--- src/rtl/sertx_pkg.sv ---
`timescale 1ns/1ps
package sertx_pkg;

  localparam int unsigned MAX_J = 64;

  // Alternating pattern, bit 0 high so the first bit sent is 1
  function automatic logic [MAX_J-1:0] clk_pattern(input int unsigned w);
    logic [MAX_J-1:0] p;
    p = '0;
    for (int unsigned i = 0; i < MAX_J; i++) begin
      if (i < w) p[i] = ~i[0];
    end
    return p;
  endfunction

  function automatic int unsigned clk_slot(input int unsigned lanes);
    return lanes / 2;
  endfunction

endpackage

--- src/rtl/ser_lane.sv ---
`timescale 1ns/1ps
module ser_lane #(
  parameter int unsigned W = 8
) (
  input  logic         clk_i,
  input  logic         rst_ni,
  input  logic         load_i,
  input  logic [W-1:0] par_i,
  output logic         ser_o
);

  logic [W-1:0] hold_q;
  logic [W-1:0] shift_q;

  always_ff @(posedge clk_i or negedge rst_ni) begin
    if (!rst_ni) begin
      hold_q  <= '0;
      shift_q <= '0;
    end else if (load_i) begin
      hold_q  <= par_i;
      shift_q <= hold_q;
    end else begin
      shift_q <= {1'b0, shift_q[W-1:1]};
    end
  end

  assign ser_o = shift_q[0];

endmodule

--- src/rtl/ser_clk_pattern.sv ---
`timescale 1ns/1ps
module ser_clk_pattern #(
  parameter int unsigned W = 8
) (
  output logic [W-1:0] pat_o
);

  localparam logic [W-1:0] PAT = W'(sertx_pkg::clk_pattern(W));

  assign pat_o = PAT;

endmodule

--- src/rtl/ser_bus_map.sv ---
`timescale 1ns/1ps
module ser_bus_map #(
  parameter int unsigned NUM_LANES = 16,
  parameter int unsigned CLK_SLOT  = NUM_LANES / 2
) (
  input  logic [NUM_LANES-1:0] data_i,
  input  logic                 clk_lane_i,
  output logic [NUM_LANES:0]   bus_o
);

  for (genvar s = 0; s <= NUM_LANES; s++) begin : g_slot
    if (s < CLK_SLOT) begin : g_low
      assign bus_o[s] = data_i[s];
    end else if (s == CLK_SLOT) begin : g_clk
      assign bus_o[s] = clk_lane_i;
    end else begin : g_high
      assign bus_o[s] = data_i[s-1];
    end
  end

endmodule

--- src/rtl/sdr_lane_serializer.sv ---
`timescale 1ns/1ps
module sdr_lane_serializer #(
  parameter int unsigned NUM_LANES = 16,
  parameter int unsigned SER_J     = 8
) (
  input  logic                           clk_i,
  input  logic                           rst_ni,
  input  logic                           load_i,
  input  logic [NUM_LANES*SER_J-1:0]     word_i,
  output logic [NUM_LANES:0]             tx_o
);

  localparam int unsigned CLK_SLOT = sertx_pkg::clk_slot(NUM_LANES);

  logic [NUM_LANES-1:0] data_ser;
  logic [SER_J-1:0]     clk_pat;
  logic                 clk_ser;

  for (genvar g = 0; g < NUM_LANES; g++) begin : g_lane
    ser_lane #(.W(SER_J)) u_lane (
      .clk_i  (clk_i),
      .rst_ni (rst_ni),
      .load_i (load_i),
      .par_i  (word_i[g*SER_J +: SER_J]),
      .ser_o  (data_ser[g])
    );
  end

  ser_clk_pattern #(.W(SER_J)) u_pat (
    .pat_o (clk_pat)
  );

  // Same serializer as the data lanes, so the clock sees the same delay
  ser_lane #(.W(SER_J)) u_clk_lane (
    .clk_i  (clk_i),
    .rst_ni (rst_ni),
    .load_i (load_i),
    .par_i  (clk_pat),
    .ser_o  (clk_ser)
  );

  ser_bus_map #(.NUM_LANES(NUM_LANES), .CLK_SLOT(CLK_SLOT)) u_map (
    .data_i     (data_ser),
    .clk_lane_i (clk_ser),
    .bus_o      (tx_o)
  );

endmodule

--- config.mk ---
export PLATFORM = sky130hd
export DESIGN_NAME = sdr_lane_serializer
export DESIGN_NICKNAME = d
export VERILOG_FILES = /design/src/rtl/sertx_pkg.sv /design/src/rtl/ser_lane.sv /design/src/rtl/ser_clk_pattern.sv /design/src/rtl/ser_bus_map.sv /design/src/rtl/sdr_lane_serializer.sv
export SDC_FILE = /design/constraint.sdc
export NUM_CORES = 1
export LEC_CHECK = 0
export BUFFER_PORTS_ARGS = -buffer_cell sky130_fd_sc_hd__clkbuf_2
export CAP_MARGIN = 20
export CORE_MARGIN = 2
export CORE_UTILIZATION = 45
export DETAILED_ROUTE_END_ITERATION = 12
export PLACE_DENSITY = 0.75
export SLEW_MARGIN = 25
export SYNTH_ARGS = -nofsm -noshare
export SYNTH_HDL_FRONTEND = slang
export SYNTH_SLANG_ARGS = --single-unit
--- constraint.sdc ---
create_clock -name clk_i -period 1.3 [get_ports clk_i]
set_clock_uncertainty 0.2 [all_clocks]
set_input_delay 0.065 -clock clk_i [delete_from_list [all_inputs] [get_ports clk_i]]
set_output_delay 0.065 -clock clk_i [all_outputs]
set_load 0.02 [all_outputs]
==> results.cfg, run 1 <==
[outcome]
run_status = finished with violations
violations = negative hold slack, negative setup slack

[yosys]
ys_types = 11
ys_ff_latch = 264
synthesis.nets = 705
synth_top_area_share = 0.663
netlist_area_mm2 = 0.00997
ys_seq_area_frac = 0.663
yosys-top-cells-area = dfrtp_1 (66%), mux2_2 (27%), clkbuf_8 (2.8%)
yosysWarnings = 0
synthCells = 574
syn_avg_cell_area_um2 = 17.4
yosysTopAreaCell = dfrtp_1

[power_and_ir_drop]
power.internal_mw = 15.4
pwr-share-comb = 0.121
finalPower_mw = 19.7
switching_share = 0.221
power.switching_mw = 4.35
peakVddDrop_uv = 1150
seq_power_share = 0.483
power.density_mw_per_mm2 = 1450
power_leakage_nw = 6.15
p_clk_frac = 0.396

[timing]
setup_viol = 7
rsz0062_at_grt = yes
setup_tns_ns = -0.102
setup_ws_ns = -0.0379
slew-limit-headroom = 0.746
finalHoldViolations = 16
fmax_mhz = 747
period_needed_ns = 1.34
tightestPinTransition_ns = 0.380
final_max_slew_viol_count = 0
fin_crit_sh = 1.03
holdWs_ns = -0.233

[finish]
design_area_mm2 = 0.0136
area.growth.synth_to_final_pct = 36.1
n_fill_cell = 1548
finalNetCount = 1011
final_cells = 1180
drive_gt1_frac = 0.529

[clock_network]
cts_sinks = 264
cts_made_buffers = 28
cts_hold_buffers = 132
clk_latency_ns = 0.52
root_buffer = clkbuf_16
cts_tree = done
clockBufferDepth = 3
htree_levels = 1
cts.clk_slew.worst_paths_ns = 0.06

[setup_path]
critPathTopFamily = flip-flops
start_kind = register
cp.arrival_ns = 1.07
worst-path-stages = 1
critPathMaxStageDelay_ns = 0.41
cp-endpoint = tx_o[8]
crit_type = reg2out
slowest_stage = dfrtp_1
rr_worst_depth = 1
r2r-end = g_lane[14].u_lane.hold_q[5]
path_cells = buf_6
crit_required_ns = 1.03
cp_max_fo = 1
rrSetupSlack_ns = 0.30
cp_num_buf_inv = 1
endpoint_kind = primary output
r2r_start = g_lane[14].u_lane.hold_q[5]
startpoint = u_clk_lane.shift_q[0]

[run]
maxCapViolCount = 0

[grt]
grt_first_pass_wirelength_um = 31600
antenna_found_initial = 1
grt_max_degree = 74
grt_pass1_vias = 6347
grt.total_usage = 0.164
gr-total-overflow = 0

[drt]
routed-wl-met2_um = 10300
wirelength_um = 19400
drtIter0Drc = 204
dr.max_layer_used = met4
wl_met1_um = 8020
final_antenna_net_count = 0
vias = 5600
wire_per_inst_um = 16.5
drc = 0
first_pass_iters = 4
via_per_inst = 4.75
met3_length_um = 777

[die]
start_util = 0.458
die_x_um = 153
dieArea_mm2 = 0.0234
boundaryPins = 148
core_mm2 = 0.0218
rows = 54
die_h_um = 153

[placement]
dp.cells = 991
gp_congestion = 0.734
place_hpwl_um = 11500
io_buffer_count = 147
place_area_mm2 = 0.0111

[worst_hold_path]
holdCritPathClass = in2async
worst min path at each step:
stage	from	endpoint	slack, ns	cells past startpoint
final	rst_ni	g_lane[5].u_lane.shift_q[2]	-0.23	2
after global routing	rst_ni	g_lane[5].u_lane.shift_q[2]	-0.25	2
after CTS	rst_ni	g_lane[5].u_lane.shift_q[1]	-0.25	2
after detailed placement	rst_ni	g_lane[5].u_lane.shift_q[1]	-0.29	1
after global placement	rst_ni	g_lane[5].u_lane.hold_q[2]	-0.30	1
after floorplan	rst_ni	g_lane[0].u_lane.hold_q[0]	-0.43	0
state kept, by name, summed over array words and instances, names as in the netlist:
signal                 flops
u_clk_lane.hold_q          1
g_lane.u_lane.hold_q     128
u_clk_lane.shift_q         7
g_lane.u_lane.shift_q    128
per-stage QoR:
stage	hold slack, ns	util	worst slack (ns)
detailed placement	-0.293	0.509	0.0538
floorplan	-0.431	-	0.302
global route	-0.246	0.624	-0.0797
CTS	-0.250	0.612	-0.0707
global placement	-0.296	0.509	0.0926
finish	-0.233	0.624	-0.0379
cell type report:
cell class | count | area [um^2] | share of cell area
Antenna cell | 1 | 2.50 | 0.000184
Clock buffer | 41 | 851 | 0.0627
Clock inverter | 8 | 70.1 | 0.00516
Multi-Input combinational cell | 264 | 2870 | 0.211
Sequential cell | 264 | 6610 | 0.487
Tap cell | 280 | 350 | 0.0258
Timing Repair Buffer | 322 | 2820 | 0.208
placed cells by master (no fill, tap or decap):
cell type / count
dlymetal6s4s_1: 2
buf_8: 3
clkbuf_2: 128
buf_12: 14
clkbuf_16: 32
or2_1: 1
clkbuf_1: 4
bufinv_16: 1
buf_4: 19
nor2b_1: 3
clkbuf_8: 9
buf_16: 3
and2_1: 17
clkinvlp_4: 2
diode_2: 1
buf_6: 19
dlygate4sd3_1: 130
mux2_2: 241
dfrtp_1: 264
clkinv_2: 5
mux2_1: 2
power by group through the flow:
| stage | registers, mW | logic, mW | clock network [mW] |
|---|---|---|---|
| final | 9.52 | 2.38 | 7.80 |
| after global placement | 9.58 | 1.81 | 0 |
| after global routing | 9.62 | 2.57 | 8.36 |
| after floorplan | 9.50 | 1.35 | 0 |
| after CTS | 9.51 | 2.26 | 7.98 |
| after detailed placement | 9.64 | 1.91 | 0 |
cells by family (layout without fill, tap and decap cells):
group                  count (synthesis)  after routing  share of synthesized area
buffers and inverters                 46            371                     0.0493
flip-flops                           264            264                      0.663
multiplexers                         243            243                      0.275
other                                  0              1                          0
AND/OR/NAND/NOR                       21             21                     0.0132
metal layers:
| layer | GRT usage | up-vias |
|---|---|---|
| met2 | 0.298 | 126 |
| met1 | 0.203 | 2869 |
| met3 | 0.0320 | 27 |
| li1 | - | 2578 |
| met4 | 0.0375 | 0 |
| met5 | 0 | - |
cell usage after synthesis:
cell type and n:
dfrtp_1 264, buf_6 7, and2_1 17, mux2_1 2, or2_1 1, clkbuf_2 1
nor2b_1 3, mux2_2 241, buf_4 17, buf_2 1, clkbuf_8 20
repair_timing:
item	in CTS	in global routing
setup buffers	0	4
resized for setup	4	55
endpoints found under the setup margin	17	53
endpoints found under the hold margin	516	14
pin swaps	0	0
gates cloned	0	3
(Power assumes the default switching activity.)
==> run 2: changes to the inputs <==
--- a/config.mk
+++ b/config.mk
@@ -6,9 +6,9 @@
 export NUM_CORES = 1
 export LEC_CHECK = 0
 export BUFFER_PORTS_ARGS = -buffer_cell sky130_fd_sc_hd__clkbuf_2
-export CAP_MARGIN = 20
 export CORE_MARGIN = 2
 export CORE_UTILIZATION = 45
+export CTS_CLUSTER_SIZE = 20
 export DETAILED_ROUTE_END_ITERATION = 12
 export PLACE_DENSITY = 0.75
 export SLEW_MARGIN = 25
==> constraint.sdc (replaced) <==
create_clock -name clk_i -period 1.3 [get_ports clk_i]
set_clock_uncertainty 0.2 [all_clocks]
set_input_delay 0.065 -clock clk_i [delete_from_list [all_inputs] [get_ports clk_i]]
set_output_delay 0.065 -clock clk_i [all_outputs]
set_load 0.005 [all_outputs]
==> results.cfg, run 2 (synthesis gave the netlist of run 1 again) <==
[outcome]
run_status = finished with violations
violations = negative hold slack, negative setup slack

[die]
core_mm2 = 0.0218
dieArea_mm2 = 0.0234
rows = 54
die_h_um = 153
start_util = 0.458
boundaryPins = 148
die_x_um = 153

[clock_network]
htree_levels = 1
cts_hold_buffers = 132
clockBufferDepth = 3
root_buffer = clkbuf_16
cts_sinks = 264
cts_made_buffers = 28
clk_latency_ns = 0.52
cts_tree = done
cts.clk_slew.worst_paths_ns = 0.06
cts_setup_buffers = 0

[drt]
drtIter0Drc = 204
via_per_inst = 4.74
final_antenna_net_count = 0
vias = 5565
dr.max_layer_used = met4
drc = 0
wire_per_inst_um = 16.2
wl_met1_um = 7860
wirelength_um = 19000
first_pass_iters = 4
routed-wl-met2_um = 9930
met3_length_um = 811

[setup_path]
crit_required_ns = 1.03
path_cells = clkbuf_2
cp_num_buf_inv = 1
endpoint_kind = primary output
r2r_start = u_clk_lane.hold_q[0]
cp_max_fo = 1
r2r-end = u_clk_lane.shift_q[4]
worst-path-stages = 1
critPathMaxStageDelay_ns = 0.40
startpoint = u_clk_lane.shift_q[0]
crit_type = reg2out
slowest_stage = dfrtp_1
start_kind = register
cp.arrival_ns = 1.05
rr_worst_depth = 1
cp-endpoint = tx_o[8]
rrSetupSlack_ns = 0.30
critPathTopFamily = flip-flops

[timing]
final_max_slew_viol_count = 0
setup_ws_ns = -0.0123
setup_viol = 2
tightestPinTransition_ns = 0.380
rsz0062_at_grt = yes
slew-limit-headroom = 0.746
holdWs_ns = -0.232
fmax_mhz = 762
period_needed_ns = 1.31
finalHoldViolations = 14
fin_crit_sh = 1.01

[finish]
layout_common_cells = dfrtp_1 (264), mux2_2 (241), clkbuf_2 (145), dlygate4sd3_1 (130), clkbuf_16 (31)
area.growth.synth_to_final_pct = 34.4
n_fill_cell = 1564
drive_gt1_frac = 0.527
finalNetCount = 1006
mostFrequentLayoutCell = dfrtp_1
final_util = 0.616
top_regs = g_lane.u_lane.hold_q x128, g_lane.u_lane.shift_q x128, u_clk_lane.shift_q x7

[grt]
grt_max_degree = 74
grt_first_pass_wirelength_um = 31600
gr-total-overflow = 0
grt.total_usage = 0.164
grt_pass1_vias = 6350
antenna_found_initial = 1

[power_and_ir_drop]
power.density_mw_per_mm2 = 1450
power_leakage_nw = 6.08
finalPower_mw = 19.5
peakVddDrop_uv = 1160

[placement]
gp_congestion = 0.734
io_buffer_count = 147
place_hpwl_um = 11500

[worst_hold_path]
holdCritPathClass = in2async

[run]
maxCapViolCount = 0
## run 2: layer usage
metal / vias up / GRT usage
met5: - / 0
met4: 0 / 0.0375
met3: 29 / 0.0320
met2: 133 / 0.298
met1: 2840 / 0.203
li1: 2563 / -
## run 2: what timing repair did
item	4_1_cts	5_1_grt
endpoints found under the hold margin	516	14
resized for setup	0	8
endpoints found under the setup margin	4	49
gates cloned	0	2
## run 2: per-stage QoR
step | setup WS [ns] | hold WS [ns] | instances | TNS, ns | instance area [um^2]
after detailed placement | 0.0538 | -0.293 | 991 | 0 | 11100
after global placement | 0.0926 | -0.296 | 991 | 0 | 11100
after global routing | -0.0552 | -0.247 | 1175 | -0.211 | 13400
after floorplan | 0.302 | -0.431 | 574 | 0 | 9970
final | -0.0123 | -0.232 | 1175 | -0.0187 | 13400
after CTS | -0.0280 | -0.250 | 1172 | -0.0621 | 13300
## run 2: cell type report
type,count,area (um^2),share of cell area
Tap cell,280,350,0.0262
Multi-Input combinational cell,264,2870,0.214
Clock buffer,41,851,0.0635
Clock inverter,8,70.1,0.00523
Antenna cell,1,2.50,0.000187
Timing Repair Buffer,317,2650,0.198
Sequential cell,264,6610,0.493
## run 2: report_power, final
part / switching [mW] / total (mW) / internal (mW)
Sequential: 0.350 / 9.50 / 9.15
Clock: 3.11 / 7.80 / 4.70
Combinational: 0.772 / 2.16 / 1.39
Total: 4.23 / 19.5 / 15.2
## run 2: worst min-delay path by stage
stage / cells past startpoint / endpoint / slack [ns]
after global routing: 2 / g_lane[5].u_lane.shift_q[2] / -0.25
after floorplan: 0 / g_lane[0].u_lane.hold_q[0] / -0.43
after CTS: 2 / g_lane[5].u_lane.shift_q[1] / -0.25
final: 2 / g_lane[5].u_lane.shift_q[1] / -0.23
after global placement: 1 / g_lane[5].u_lane.hold_q[2] / -0.30
after detailed placement: 1 / g_lane[5].u_lane.shift_q[1] / -0.29
==> run 3: changes to the inputs <==
--- a/config.mk
+++ b/config.mk
@@ -5,6 +5,7 @@
 export SDC_FILE = /design/constraint.sdc
 export NUM_CORES = 1
 export LEC_CHECK = 0
+export ABC_AREA = 1
 export BUFFER_PORTS_ARGS = -buffer_cell sky130_fd_sc_hd__clkbuf_2
 export CORE_MARGIN = 2
 export CORE_UTILIZATION = 45
==> constraint.sdc (replaced) <==
create_clock -name clk_i -period 1.3 [get_ports clk_i]
set_clock_uncertainty 0.2 [all_clocks]
set_input_delay 0.195 -clock clk_i [delete_from_list [all_inputs] [get_ports clk_i]]
set_output_delay 0.195 -clock clk_i [all_outputs]
set_load 0.005 [all_outputs]
==> results.cfg, run 3 <==
[drt]
first_pass_iters = 7
via_per_inst = 4.69
wire_per_inst_um = 13.5
drc = 0
wirelength_um = 22900
drtIter0Drc = 453
vias = 7988
final_antenna_net_count = 0

[die]
boundaryPins = 148
rows = 54
core_mm2 = 0.0218
die_x_um = 153
dieArea_mm2 = 0.0234
die_h_um = 153
start_util = 0.457

[outcome]
violations = negative hold slack, negative setup slack
run_status = finished with violations

[power_and_ir_drop]
power.density_mw_per_mm2 = 1400
peakVddDrop_uv = 1070
power_leakage_nw = 7.55

[yosys]
synth_common_cells = nand2_1 (743), dfrtp_1 (264), buf_4 (30), buf_2 (28), inv_1 (20)
synth_edf_count = 0
synthCells = 1104
synth_top_family_by_area = simple AND/OR/NAND/NOR gates
synthArstFlopShare = 1.00
synth_top_area_share = 0.662
synth_ff_type = dfrtp_1
netlist_area_mm2 = 0.00998
synthSimpleGateAreaFrac = 0.281
synthesis.nets = 1235
muxShareOfSynthArea = 0
yosysWarnings = 0
ys_seq_area_frac = 0.662
synth_adder_area_share = 0
yosysTopAreaCell = dfrtp_1
syn_avg_cell_area_um2 = 9.04
synthMostInstantiatedCell = nand2_1
synth-xor-area-share = 0
ys_types = 10
yosys-top-cells-area = dfrtp_1 (66%), nand2_1 (28%), buf_4 (2.3%)
synth_compound_gate_area_share = 0
ys_ff_latch = 264

[clock_network]
cts.clk_slew.worst_paths_ns = 0.06
cts_tree = done
clockBufferDepth = 3
cts_sinks = 264
htree_levels = 1
cts_setup_buffers = 0
cts_made_buffers = 28
clk_latency_ns = 0.52
root_buffer = clkbuf_16

[placement]
place_hpwl_um = 12300
gp_congestion = 0.769
io_buffer_count = 147
dp.cells = 1499

[finish]
layout_common_cells = nand2_1 (742), dfrtp_1 (264), dlygate4sd3_1 (154), clkbuf_2 (144), clkbuf_16 (29)
mostFrequentLayoutCell = nand2_1
diodes = 0
finalNetCount = 1538
area.growth.synth_to_final_pct = 36.1
n_fill_cell = 1663
final_util = 0.622
drive_gt1_frac = 0.163
top_regs = g_lane.u_lane.hold_q x128, g_lane.u_lane.shift_q x128, u_clk_lane.shift_q x7
final_cells = 1705

[timing]
fin_crit_sh = 1.10
setup_viol = 18
rsz0062_at_grt = yes
finalHoldViolations = 60
tightestPinTransition_ns = 0.421
holdWs_ns = -0.232
setup_ws_ns = -0.131
fmax_mhz = 699
setup_tns_ns = -1.56
final_max_slew_viol_count = 0
period_needed_ns = 1.43
slew-limit-headroom = 0.719

[setup_path]
start_kind = register
critPathMaxStageDelay_ns = 0.39
cp_max_fo = 1
cp_num_buf_inv = 1
path_cells = clkbuf_2
crit_required_ns = 0.90
cp.arrival_ns = 1.04
endpoint_kind = primary output
critPathTopFamily = flip-flops
crit_type = reg2out
slowest_stage = dfrtp_1

[grt]
grt.total_usage = 0.205
grt_first_pass_wirelength_um = 39900
gr-total-overflow = 0
antenna_found_initial = 0
grt_pass1_vias = 8454
grt_max_degree = 48

[worst_hold_path]
holdCritPathClass = in2reg

[run]
maxCapViolCount = 0
[run 3: cell count changes in the layout (fill, tap and decap cells not counted), moves of 4 or more]
cell	change
nand2_1	+742
mux2_2	-241
dlygate4sd3_1	+24
inv_1	+20
and2_1	-17
buf_4	+9
clkbuf_8	-4
[run 3: logic make-up after synthesis]
kind of cell           after synthesis
buffers and inverters               93
flip-flops                         264
AND/OR/NAND/NOR                    747
[run 3: stage by stage]
step / hold WS (ns) / worst slack (ns) / total power, mW / area (um^2)
final: -0.232 / -0.131 / 19.0 / 13600
after CTS: -0.265 / -0.154 / 19.2 / 13700
after global placement: -0.0613 / 0.0891 / 11.0 / 11100
after floorplan: -0.301 / 0.206 / 10.3 / 9980
after global routing: -0.215 / -0.167 / 19.9 / 13600
after detailed placement: -0.0586 / 0.0429 / 11.0 / 11100
[run 3: metal layers]
layer  global-route usage  up-vias  routed length (um)
met4               0.0648        0                 630
li1                     -     3872                   -
met2                0.371      220               12000
met1                0.250     3836                9280
met5                    0        -                   0
met3               0.0354       60                1040
[run 3: layout make-up]
cell class | instances | area [um^2] | share of cell area
clock buffers | 37 | 786 | 0.0578
clock inverters | 11 | 108 | 0.00792
inverters | 21 | 83.8 | 0.00617
multi-input cells | 747 | 2810 | 0.207
flip-flops and latches | 264 | 6610 | 0.486
well taps | 280 | 350 | 0.0258
repair buffers | 345 | 2840 | 0.209
[run 3: final timing paths]
check	start	cells after the start	slack, ns	to
worst min register to register	g_lane[1].u_lane.shift_q[7]	2	0.23	g_lane[1].u_lane.shift_q[6]
worst max-delay path	g_lane[10].u_lane.shift_q[0]	1	-0.13	tx_o[11]
worst min-delay path	load_i	3	-0.23	g_lane[10].u_lane.hold_q[0]
worst max register to register	u_clk_lane.hold_q[0]	1	0.35	u_clk_lane.hold_q[0]
min in group asynchronous	rst_ni	2	-0.03	g_lane[1].u_lane.hold_q[7]
max in group asynchronous	rst_ni	3	0.37	g_lane[0].u_lane.shift_q[0]
[run 3: where the power goes]
group	leakage, nW	switching [mW]	internal, mW
clock	0.445	3.09	4.61
combinational	3.83	1.05	0.974
sequential	3.27	0.315	8.99
total	7.55	4.46	14.6
[run 3: what timing repair did]
action	4_1_cts	5_1_grt
gates cloned	0	0
resized for setup	0	6
hold buffers	174	1
endpoints found under the setup margin	17	53
endpoints found under the hold margin	436	66
